### src/rtl/ars_pkg.sv
package ars_pkg;
  typedef enum logic {
    MODE_SLAVE  = 1'b0,
    MODE_MASTER = 1'b1
  } clk_mode_e;
endpackage

### src/rtl/ars_rst_sync.sv
module ars_rst_sync #(
  parameter int STAGES = 2
) (
  input  logic clk,
  input  logic rst_n_in,
  output logic rst_out
);
  logic [STAGES-1:0] sync_q = '0;

  always_ff @(posedge clk) begin
    sync_q <= {sync_q[STAGES-2:0], rst_n_in};
  end

  // active-high synchronous reset for the rest of the block
  assign rst_out = ~sync_q[STAGES-1];
endmodule

### src/rtl/ars_edge_det.sv
module ars_edge_det (
  input  logic clk,
  input  logic sig,
  output logic rise
);
  logic sig_q = 1'b0;

  always_ff @(posedge clk) begin
    sig_q <= sig;
  end

  assign rise = sig & ~sig_q;
endmodule

### src/rtl/ars_mem_clear.sv
module ars_mem_clear #(
  parameter int DEPTH  = 64,
  parameter int FRAMES = 8
) (
  input  logic                     clk,
  input  logic                     rst,
  input  logic                     rise,
  output logic                     we,
  output logic [$clog2(DEPTH)-1:0] addr,
  output logic                     done
);
  localparam int STEP   = DEPTH / FRAMES;
  localparam int ADDR_W = $clog2(DEPTH);
  localparam int OFF_W  = (STEP > 1) ? $clog2(STEP) : 1;
  localparam int FI_W   = $clog2(FRAMES + 1);

  logic [FI_W-1:0] frame_idx;
  logic            burst_last;

  assign burst_last = (addr[OFF_W-1:0] == OFF_W'(STEP - 1));

  always_ff @(posedge clk) begin
    if (rst) begin
      we        <= 1'b0;
      addr      <= '0;
      frame_idx <= '0;
      done      <= 1'b0;
    end else if (rise && !done) begin
      if (frame_idx == FI_W'(FRAMES)) begin
        done <= 1'b1;
        we   <= 1'b0;
      end else begin
        we        <= 1'b1;
        addr      <= ADDR_W'(int'(frame_idx) * STEP);
        frame_idx <= frame_idx + 1'b1;
      end
    end else if (we) begin
      if (burst_last) we <= 1'b0;
      else            addr <= addr + 1'b1;
    end
  end

  p_done_quiet_r7: assert property (@(posedge clk) disable iff (rst)
    done |-> !we);

  p_addr_step_r6: assert property (@(posedge clk) disable iff (rst)
    (we && $past(we) && !$past(rise)) |-> (addr == $past(addr) + 1'b1));

  p_burst_base_r6: assert property (@(posedge clk) disable iff (rst)
    $rose(we) |-> (addr[OFF_W-1:0] == '0));
endmodule

### src/rtl/ars_frame_timer.sv
module ars_frame_timer
  import ars_pkg::*;
#(
  parameter int VALID_FRAMES = 516,
  parameter int SLAVE_DELAY  = 2
) (
  input  logic clk,
  input  logic rst,
  input  logic rise,
  input  logic master_mode,
  output logic run,
  output logic valid
);
  localparam int PRE_W = $clog2(SLAVE_DELAY + 2);
  localparam int V_W   = $clog2(VALID_FRAMES + 1);

  clk_mode_e   mode;
  logic [PRE_W-1:0] pre_cnt;
  logic [PRE_W-1:0] start_at;
  logic [V_W-1:0]   val_cnt;

  assign mode     = clk_mode_e'(master_mode);
  assign start_at = (mode == MODE_MASTER) ? PRE_W'(1) : PRE_W'(SLAVE_DELAY + 1);

  always_ff @(posedge clk) begin
    if (rst) begin
      pre_cnt <= '0;
      run     <= 1'b0;
      val_cnt <= '0;
      valid   <= 1'b0;
    end else if (rise) begin
      if (!run) begin
        if (pre_cnt + 1'b1 == start_at) run <= 1'b1;
        else                            pre_cnt <= pre_cnt + 1'b1;
      end else if (!valid) begin
        if (val_cnt == V_W'(VALID_FRAMES - 1)) valid <= 1'b1;
        else                                   val_cnt <= val_cnt + 1'b1;
      end
    end
  end

  p_valid_needs_run_r10: assert property (@(posedge clk) disable iff (rst)
    valid |-> run);

  p_run_holds_r8: assert property (@(posedge clk) disable iff (rst)
    run |=> run);

  p_run_on_edge_r9: assert property (@(posedge clk) disable iff (rst)
    $rose(run) |-> $past(rise));

  p_valid_on_edge_r10: assert property (@(posedge clk) disable iff (rst)
    $rose(valid) |-> $past(rise));
endmodule

### src/rtl/audio_reset_seq.sv
module audio_reset_seq #(
  parameter int DATA_W       = 24,
  parameter int DEPTH        = 64,
  parameter int CLR_FRAMES   = 8,
  parameter int VALID_FRAMES = 516,
  parameter int SLAVE_DELAY  = 2
) (
  input  logic                     clk,
  input  logic                     sys_rst_n,
  input  logic                     master_mode,
  input  logic                     lrclk,
  input  logic [DATA_W-1:0]        adc_data_in,
  input  logic [DATA_W-1:0]        dac_code_in,
  output logic                     lrclk_gen_en,
  output logic                     clr_we,
  output logic [$clog2(DEPTH)-1:0] clr_addr,
  output logic                     clr_done,
  output logic                     cnt_run,
  output logic                     adc_valid,
  output logic [DATA_W-1:0]        adc_data_out,
  output logic [DATA_W-1:0]        dac_code_out
);
  localparam logic [DATA_W-1:0] DAC_MID = {1'b1, {(DATA_W-1){1'b0}}};

  logic rst;
  logic lr_rise;

  ars_rst_sync #(.STAGES(2)) u_sync (
    .clk(clk), .rst_n_in(sys_rst_n), .rst_out(rst)
  );

  ars_edge_det u_edge (
    .clk(clk), .sig(lrclk), .rise(lr_rise)
  );

  ars_mem_clear #(.DEPTH(DEPTH), .FRAMES(CLR_FRAMES)) u_clear (
    .clk(clk), .rst(rst), .rise(lr_rise),
    .we(clr_we), .addr(clr_addr), .done(clr_done)
  );

  ars_frame_timer #(.VALID_FRAMES(VALID_FRAMES), .SLAVE_DELAY(SLAVE_DELAY)) u_timer (
    .clk(clk), .rst(rst), .rise(lr_rise), .master_mode(master_mode),
    .run(cnt_run), .valid(adc_valid)
  );

  always_ff @(posedge clk) begin
    if (rst) begin
      lrclk_gen_en <= 1'b0;
      adc_data_out <= '0;
      dac_code_out <= DAC_MID;
    end else begin
      lrclk_gen_en <= 1'b1;
      adc_data_out <= adc_valid ? adc_data_in : '0;
      dac_code_out <= dac_code_in;
    end
  end

  p_reset_quiet_r1: assert property (@(posedge clk)
    rst |=> (!cnt_run && !adc_valid && !clr_we && !clr_done));

  p_adc_zero_r2: assert property (@(posedge clk)
    rst |=> (adc_data_out == '0));

  p_adc_gated_r2: assert property (@(posedge clk) disable iff (rst)
    !$past(adc_valid) |-> (adc_data_out == '0));

  p_dac_mid_r3: assert property (@(posedge clk)
    rst |=> (dac_code_out == DAC_MID));

  p_gen_off_r4: assert property (@(posedge clk)
    rst |=> !lrclk_gen_en);
endmodule

### config.mk
export PLATFORM = sky130hd
export DESIGN_NAME = audio_reset_seq
export DESIGN_NICKNAME = d
export VERILOG_FILES = /design/src/rtl/ars_pkg.sv /design/src/rtl/ars_rst_sync.sv /design/src/rtl/ars_edge_det.sv /design/src/rtl/ars_mem_clear.sv /design/src/rtl/ars_frame_timer.sv /design/src/rtl/audio_reset_seq.sv
export SDC_FILE = /design/constraint.sdc
export NUM_CORES = 1
export LEC_CHECK = 0
export CAP_MARGIN = 20
export CELL_PAD_IN_SITES_DETAIL_PLACEMENT = 1
export CELL_PAD_IN_SITES_GLOBAL_PLACEMENT = 1
export CORE_ASPECT_RATIO = 1.4
export CORE_MARGIN = 2
export CORE_UTILIZATION = 31
export CTS_CLUSTER_SIZE = 12
export DETAILED_ROUTE_END_ITERATION = 8
export PLACE_DENSITY = 0.77
export SETUP_SLACK_MARGIN = 0.05
export SLEW_MARGIN = 25
export SYNTH_ARGS = -nofsm -noshare
export SYNTH_HDL_FRONTEND = slang
export SYNTH_SLANG_ARGS = --single-unit
### constraint.sdc
create_clock -name clk -period 2 [get_ports clk]
set_input_delay 0.2 -clock clk [delete_from_list [all_inputs] [get_ports clk]]
set_output_delay 0.2 -clock clk [all_outputs]
set_load 0.1 [all_outputs]
# Word-level counts from Yosys, hierarchy flattened
# Cells that the tools add are included.
[totals]
in_bits = 52
elab_cells = 54
mem_bits_rw = 0
romBits = 0
latch_bits = 0
memories = 0
regBits = 78
output_inout_bits = 59
[classes]
mul = 0
mux = 14
n_bitwise = 7
n_div = 0
n_lt_le_gt_ge = 0
eq_ne = 6
n_addsub = 4
shift = 0
reduce_logical = 10
[op_table]
columns = ["op", "count"]
rows = [
  ["two-way mux 6 bit", 4],
  ["adder 10 x 1 -> 10 bit (second input constant)", 1],
  ["equality test 10 bit (second input constant)", 1],
  ["two-way mux 1 bit", 9],
  ["AND reduction 2 bit", 4],
  ["adder 6 x 1 -> 6 bit (second input constant)", 1],
  ["NOT 1 bit", 6],
  ["AND reduction 3 bit", 2],
  ["adder 4 x 1 -> 4 bit (second input constant)", 1],
  ["equality test 4 bit (second input constant)", 1],
  ["inequality test 2 bit (second input constant)", 2],
  ["AND reduction 4 bit", 1],
  ["equality test 3 bit (second input constant)", 1],
  ["adder 2 x 1 -> 2 bit (second input constant)", 1],
  ["equality test 2 bit", 1],
  ["two-way mux 2 bit", 1],
  ["nonzero test 2 bit", 1],
  ["AND 1 bit", 1],
  ["logical AND 1 bit", 1],
  ["logical NOT 1 bit", 1],
]

# Longest topological paths before layout
[depth]
word_depth = 5
mapped_depth = 6
mapped_depth_nobuf = 6

# Modules after synthesis
# From an unflattened synthesis, not the netlist that was laid out.
[unflattened]
hier_cells = 249
hier_area_um2 = 2733.9
[by_module_without_submodules]
columns = ["module", "seq_area_each_um2", "instances", "area_each_um2", "cells_per_inst"]
rows = [
  ["audio_reset_seq", 980.9, 1, 1392.6, 105],
  ["ars_mem_clear", 240.2, 1, 634.4, 68],
  ["ars_frame_timer", 280.3, 1, 629.4, 71],
  ["ars_rst_sync", 40.0, 1, 43.8, 3],
  ["ars_edge_det", 20.0, 1, 33.8, 2],
]

# Least setup slack after synthesis
# No wires, ideal clock.
[synth_timing]
path_kind = "register to register"
start = "register u_clear.addr[0]"
end = "register u_clear.addr[5]"
path_stages_with_launch = 7
period_less_slack_ns = 2.183
n_path_buf = 0
arrival_ns = 2.092
t_required_ns = 1.909
path_slack_ns = -0.183
setup_ns = 0.091
cell_sequence = "dfxtp_1 ha_1 ha_1 nor2b_1 mux2i_2 a21oi_1 a311oi_1"
[synth_via]
elab_chain_cells = 4
elab_cells_between_ends = 7
classes_between = "add/sub: 1; eq/ne: 2; mux: 3; reduce/logical: 1"
[synth_rtl]
columns = ["element", "line_no", "rtl"]
rows = [
  ["start, declared", "ars_mem_clear.sv:9", "output logic [$clog2(DEPTH)-1:0] addr,"],
  ["start signal, assigned", "ars_mem_clear.sv:34", "addr <= ADDR_W'(int'(frame_idx) * STEP);"],
  ["start signal, assigned", "ars_mem_clear.sv:39", "else addr <= addr + 1'b1;"],
  ["adder 6 x 1 -> 6 bit", "ars_mem_clear.sv:39", ""],
  ["two-way mux 6 bit", "ars_mem_clear.sv:38", "if (burst_last) we <= 1'b0;"],
  ["two-way mux 6 bit", "ars_mem_clear.sv:37", "end else if (we) begin"],
  ["two-way mux 6 bit", "ars_mem_clear.sv:28", "end else if (rise && !done) begin"],
]
# Parallel ways exist; a longest one is shown, timed or not. The select of a mux whose other input is x is not followed.
# A chain may end at the register's enable or synchronous reset.

# Worst setup path after layout
[layout_timing]
start = "register u_clear.addr[0]"
end = "register u_clear.addr[3]"
# The elaborated chain is that of the path after synthesis.

==> flow_metrics.py <==
metrics = {
    "synthesis": {
        "ys_seq_area_share_pct": 58.8,
        "yosysWarnings": 0,
        "yosysTopAreaCell": "dfxtp_1",
        "synthDominantCellAreaShare_pct": 58.8,
        "syn_area_per_cell_sq_um": 10.7,
        "netlist_instances": 248,
        "async_flop_share_pct": 0,
        "synth_edf_count": 0,
        "yosys-top-cells-area": "dfxtp_1 59%, and3_1 6.4%, and2_1 5.4%, nor2_1 2.7%, ha_1 2.4%",
        "syn_nets": 305,
        "ys_ff_latch": 78,
        "synth_cell_types": 43,
        "netlist_area_sq_mm": 0.00266,
        "synth_ff_type": "dfxtp_1",
    },
    "layout": {
        "final_cell_mix": "74 x dfxtp_1, 63 x buf_4, 51 x clkdlybuf4s50_1",
        "layout-drive-gt1-share_pct": 25.3,
        "multi_input_area_sq_mm": 0.00103,
        "final_common_cell": "dfxtp_1",
        "design_area_sq_mm": 0.00406,
        "area_delta_synth_final_pct": 52.7,
        "nets": 420,
        "diodes": 0,
        "seq_area_sq_mm": 0.00157,
        "nFillCells": 924,
        "postLayoutCoreUtil_pct": 48.0,
    },
    "timing": {
        "setup_viol": 0,
        "fin_ws_ps": 339,
        "fin_skew_ps": 5.04,
        "tightest_slew_ps": 624,
        "final_hold_viol_count": 0,
        "finalCriticalPeriod_ps": 1660,
        "fin_crit_sh_pct": 83.0,
        "max_slew_margin_pct": 58.3,
        "grt_setup_unrepaired": "no",
        "drv_slew": 0,
        "finalSetupTns_ps": 0,
        "timing.fmax_mhz": 602,
        "holdWs_ps": 326,
    },
    "clock_network": {
        "clk_latency_ps": 330,
        "clockBufferDepth": 2,
        "cts_hold_buf": 0,
        "numCtsBuffers": 9,
        "clock-sinks": 78,
        "cts_resized": 0,
        "root_buffer": "clkbuf_16",
        "postCtsSetupBuffers": 0,
        "clk_pin_slew_worst_paths_ps": 60,
        "cts_tree": "built",
        "cts_max_level": 3,
    },
    "critical_path": {
        "startpoint": "u_clear.addr[0]",
        "crit_slowest_cell": "dfxtp_2",
        "cp_data_arrival_time_ps": 1850,
        "path_cells": "ha_1 -> ha_1 -> nor2b_1 -> mux2i_2 -> buf_4 -> o211ai_1 -> o31ai_1",
        "crit_required_ps": 2190,
        "slowest_delay_ps": 340,
        "worstSetupPathDepth": 7,
        "crit_fanout": 8,
        "crit_end": "u_clear.addr[3]",
        "cpMostUsedCell": "ha_1",
        "reg2reg_from": "u_clear.addr[0]",
        "crit_path_start_kind": "flip-flop",
        "path_buf_inv": 1,
        "r2r_slack_ps": 340,
        "reg2reg_depth": 7,
        "worst_r2r_endpoint": "u_clear.addr[3]",
        "critical_path.top_delay_family": "adder cells",
        "end_kind": "flip-flop",
        "crit_type": "flip-flop to flip-flop",
    },
    "grt": {
        "busiest_layer": "met2",
        "grt_pass1_vias": 2209,
        "grt.overflow.total": 0,
        "grt_pass1_wl_mm": 10.8,
        "grt.met3_usage_pct": 3.40,
        "grt_start_max_net_pins": 55,
        "grt_util_met2_pct": 26.3,
        "grt_usage_pct": 15.3,
        "antenna_found_initial": 0,
        "grt_use_met1_pct": 17.0,
    },
    "floorplan": {
        "fp.dieH_um": 114,
        "die_area_sq_mm": 0.00934,
        "initial_core_util_pct": 31.4,
        "fp-row-count": 40,
        "core_sq_mm": 0.00846,
        "die_x_um": 82.3,
        "num_io_pins": 111,
    },
    "placed_design": {
        "io_buffers": 110,
        "place_area_sq_mm": 0.00375,
        "hpwlAfterDp_mm": 5.16,
        "gp_congestion": 0.784,
        "pre_cts_ws_ps": 123,
    },
    "run": {
        "drv_cap": 0,
    },
    "min_path": {
        "holdPathStages": 0,
        "min_path_type": "flip-flop to flip-flop",
    },
    "drt": {
        "dr.first_iter.drc_count": 64,
        "drc": 0,
        "ant_nets": 0,
        "routed_wl_mm": 7.04,
        "wl_per_cell_um": 14.9,
        "via_per_inst": 4.64,
        "vias": 2189,
        "dr.pass1.iters": 4,
    },
    "pwr": {
        "ir_worst_vdd_uv": 424,
        "p_leak_nw": 1.77,
        "power_density_mw_per_mm2": 924,
    },
    "status": {
        "status": "completed",
    },
}
-- cells in the mapped netlist, drive strengths merged, types with 4 or more instances --
master,count
a21oi,9
nor3,4
xor2,4
and3,27
clkbuf,9
and2,23
xnor2,6
ha,5
nand2,10
inv,4
nand3,6
nand4,5
o21ai,4
dfxtp,78
nor2,19
-- state kept, by name, indices dropped and copies added (netlist names) --
| name | cells |
|---|---|
| u_timer.val_cnt | 10 |
| u_clear.frame_idx | 4 |
| lrclk_gen_en | 1 |
| u_edge.sig_q | 1 |
| u_clear.we | 1 |
| u_clear.done | 1 |
| adc_data_out | 24 |
| u_timer.pre_cnt | 2 |
| dac_code_out | 24 |
| u_sync.sync_q | 2 |
| u_clear.addr | 6 |
| u_timer.valid | 1 |
| u_timer.run | 1 |
-- per-stage QoR --
stage	cells	power [mW]
4_1_cts	472	3.81
2_1_floorplan	248	1.95
3_3_place_gp	457	2.12
6_report	472	3.75
5_1_grt	472	3.89
3_5_place_dp	457	2.13
-- per-layer routing --
layer / share of wire (%) / up-vias
li1: - / 1075
met1: 39 / 1032
met2: 52 / 69
met3: 6.4 / 13
met4: 2.8 / 0
met5: 0 / -
-- worst min path at each step --
stage / startpoint / to / slack [ps]
global route: sys_rst_n / u_sync.sync_q[0] / 320
detailed placement: u_sync.sync_q[0] / u_sync.sync_q[1] / 320
CTS: sys_rst_n / u_sync.sync_q[0] / 310
floorplan: lrclk / u_edge.sig_q / 230
finish: u_sync.sync_q[0] / u_sync.sync_q[1] / 330
global placement: u_sync.sync_q[0] / u_sync.sync_q[1] / 320
-- area by class of cell --
type	instances	share of cell area, %
Tap cell	105	3.24
Inverter	4	0.370
Sequential cell	78	38.6
Timing Repair Buffer	115	24.7
Clock inverter	3	1.05
Multi-Input combinational cell	155	25.4
Clock buffer	12	6.57
-- power by group --
part,switching (mW),internal [mW],total [mW]
logic,0.312,0.166,0.477
clock network,0.600,1.06,1.66
registers,0.0205,1.59,1.61
-- worst register-to-register path, delay by kind of cell (launching register included) --
| family | cells | cell delay, ps |
|---|---|---|
| and+or+nand+nor | 1 | 210 |
| adders and majority gates | 2 | 390 |
| buffers and inverters | 1 | 170 |
| muxes | 1 | 110 |
| DFF | 1 | 340 |
| AOI/OAI and AO/OA | 2 | 290 |
-- cell families (layout without fill, tap and decap cells) --
| kind of cell | after synthesis | after routing | synth area share, % |
|---|---|---|---|
| AND/OR/NAND/NOR | 113 | 113 | 25.8 |
| flip-flops | 78 | 78 | 58.8 |
| AO/OA/AOI/OAI | 24 | 24 | 6.17 |
| buffers and inverters | 15 | 134 | 2.40 |
| XOR/XNOR | 10 | 10 | 3.30 |
| adder cells (fa/ha/maj) | 5 | 5 | 2.35 |
| multiplexers | 3 | 3 | 1.27 |
Note: power is estimated with default switching activity, not from simulation.
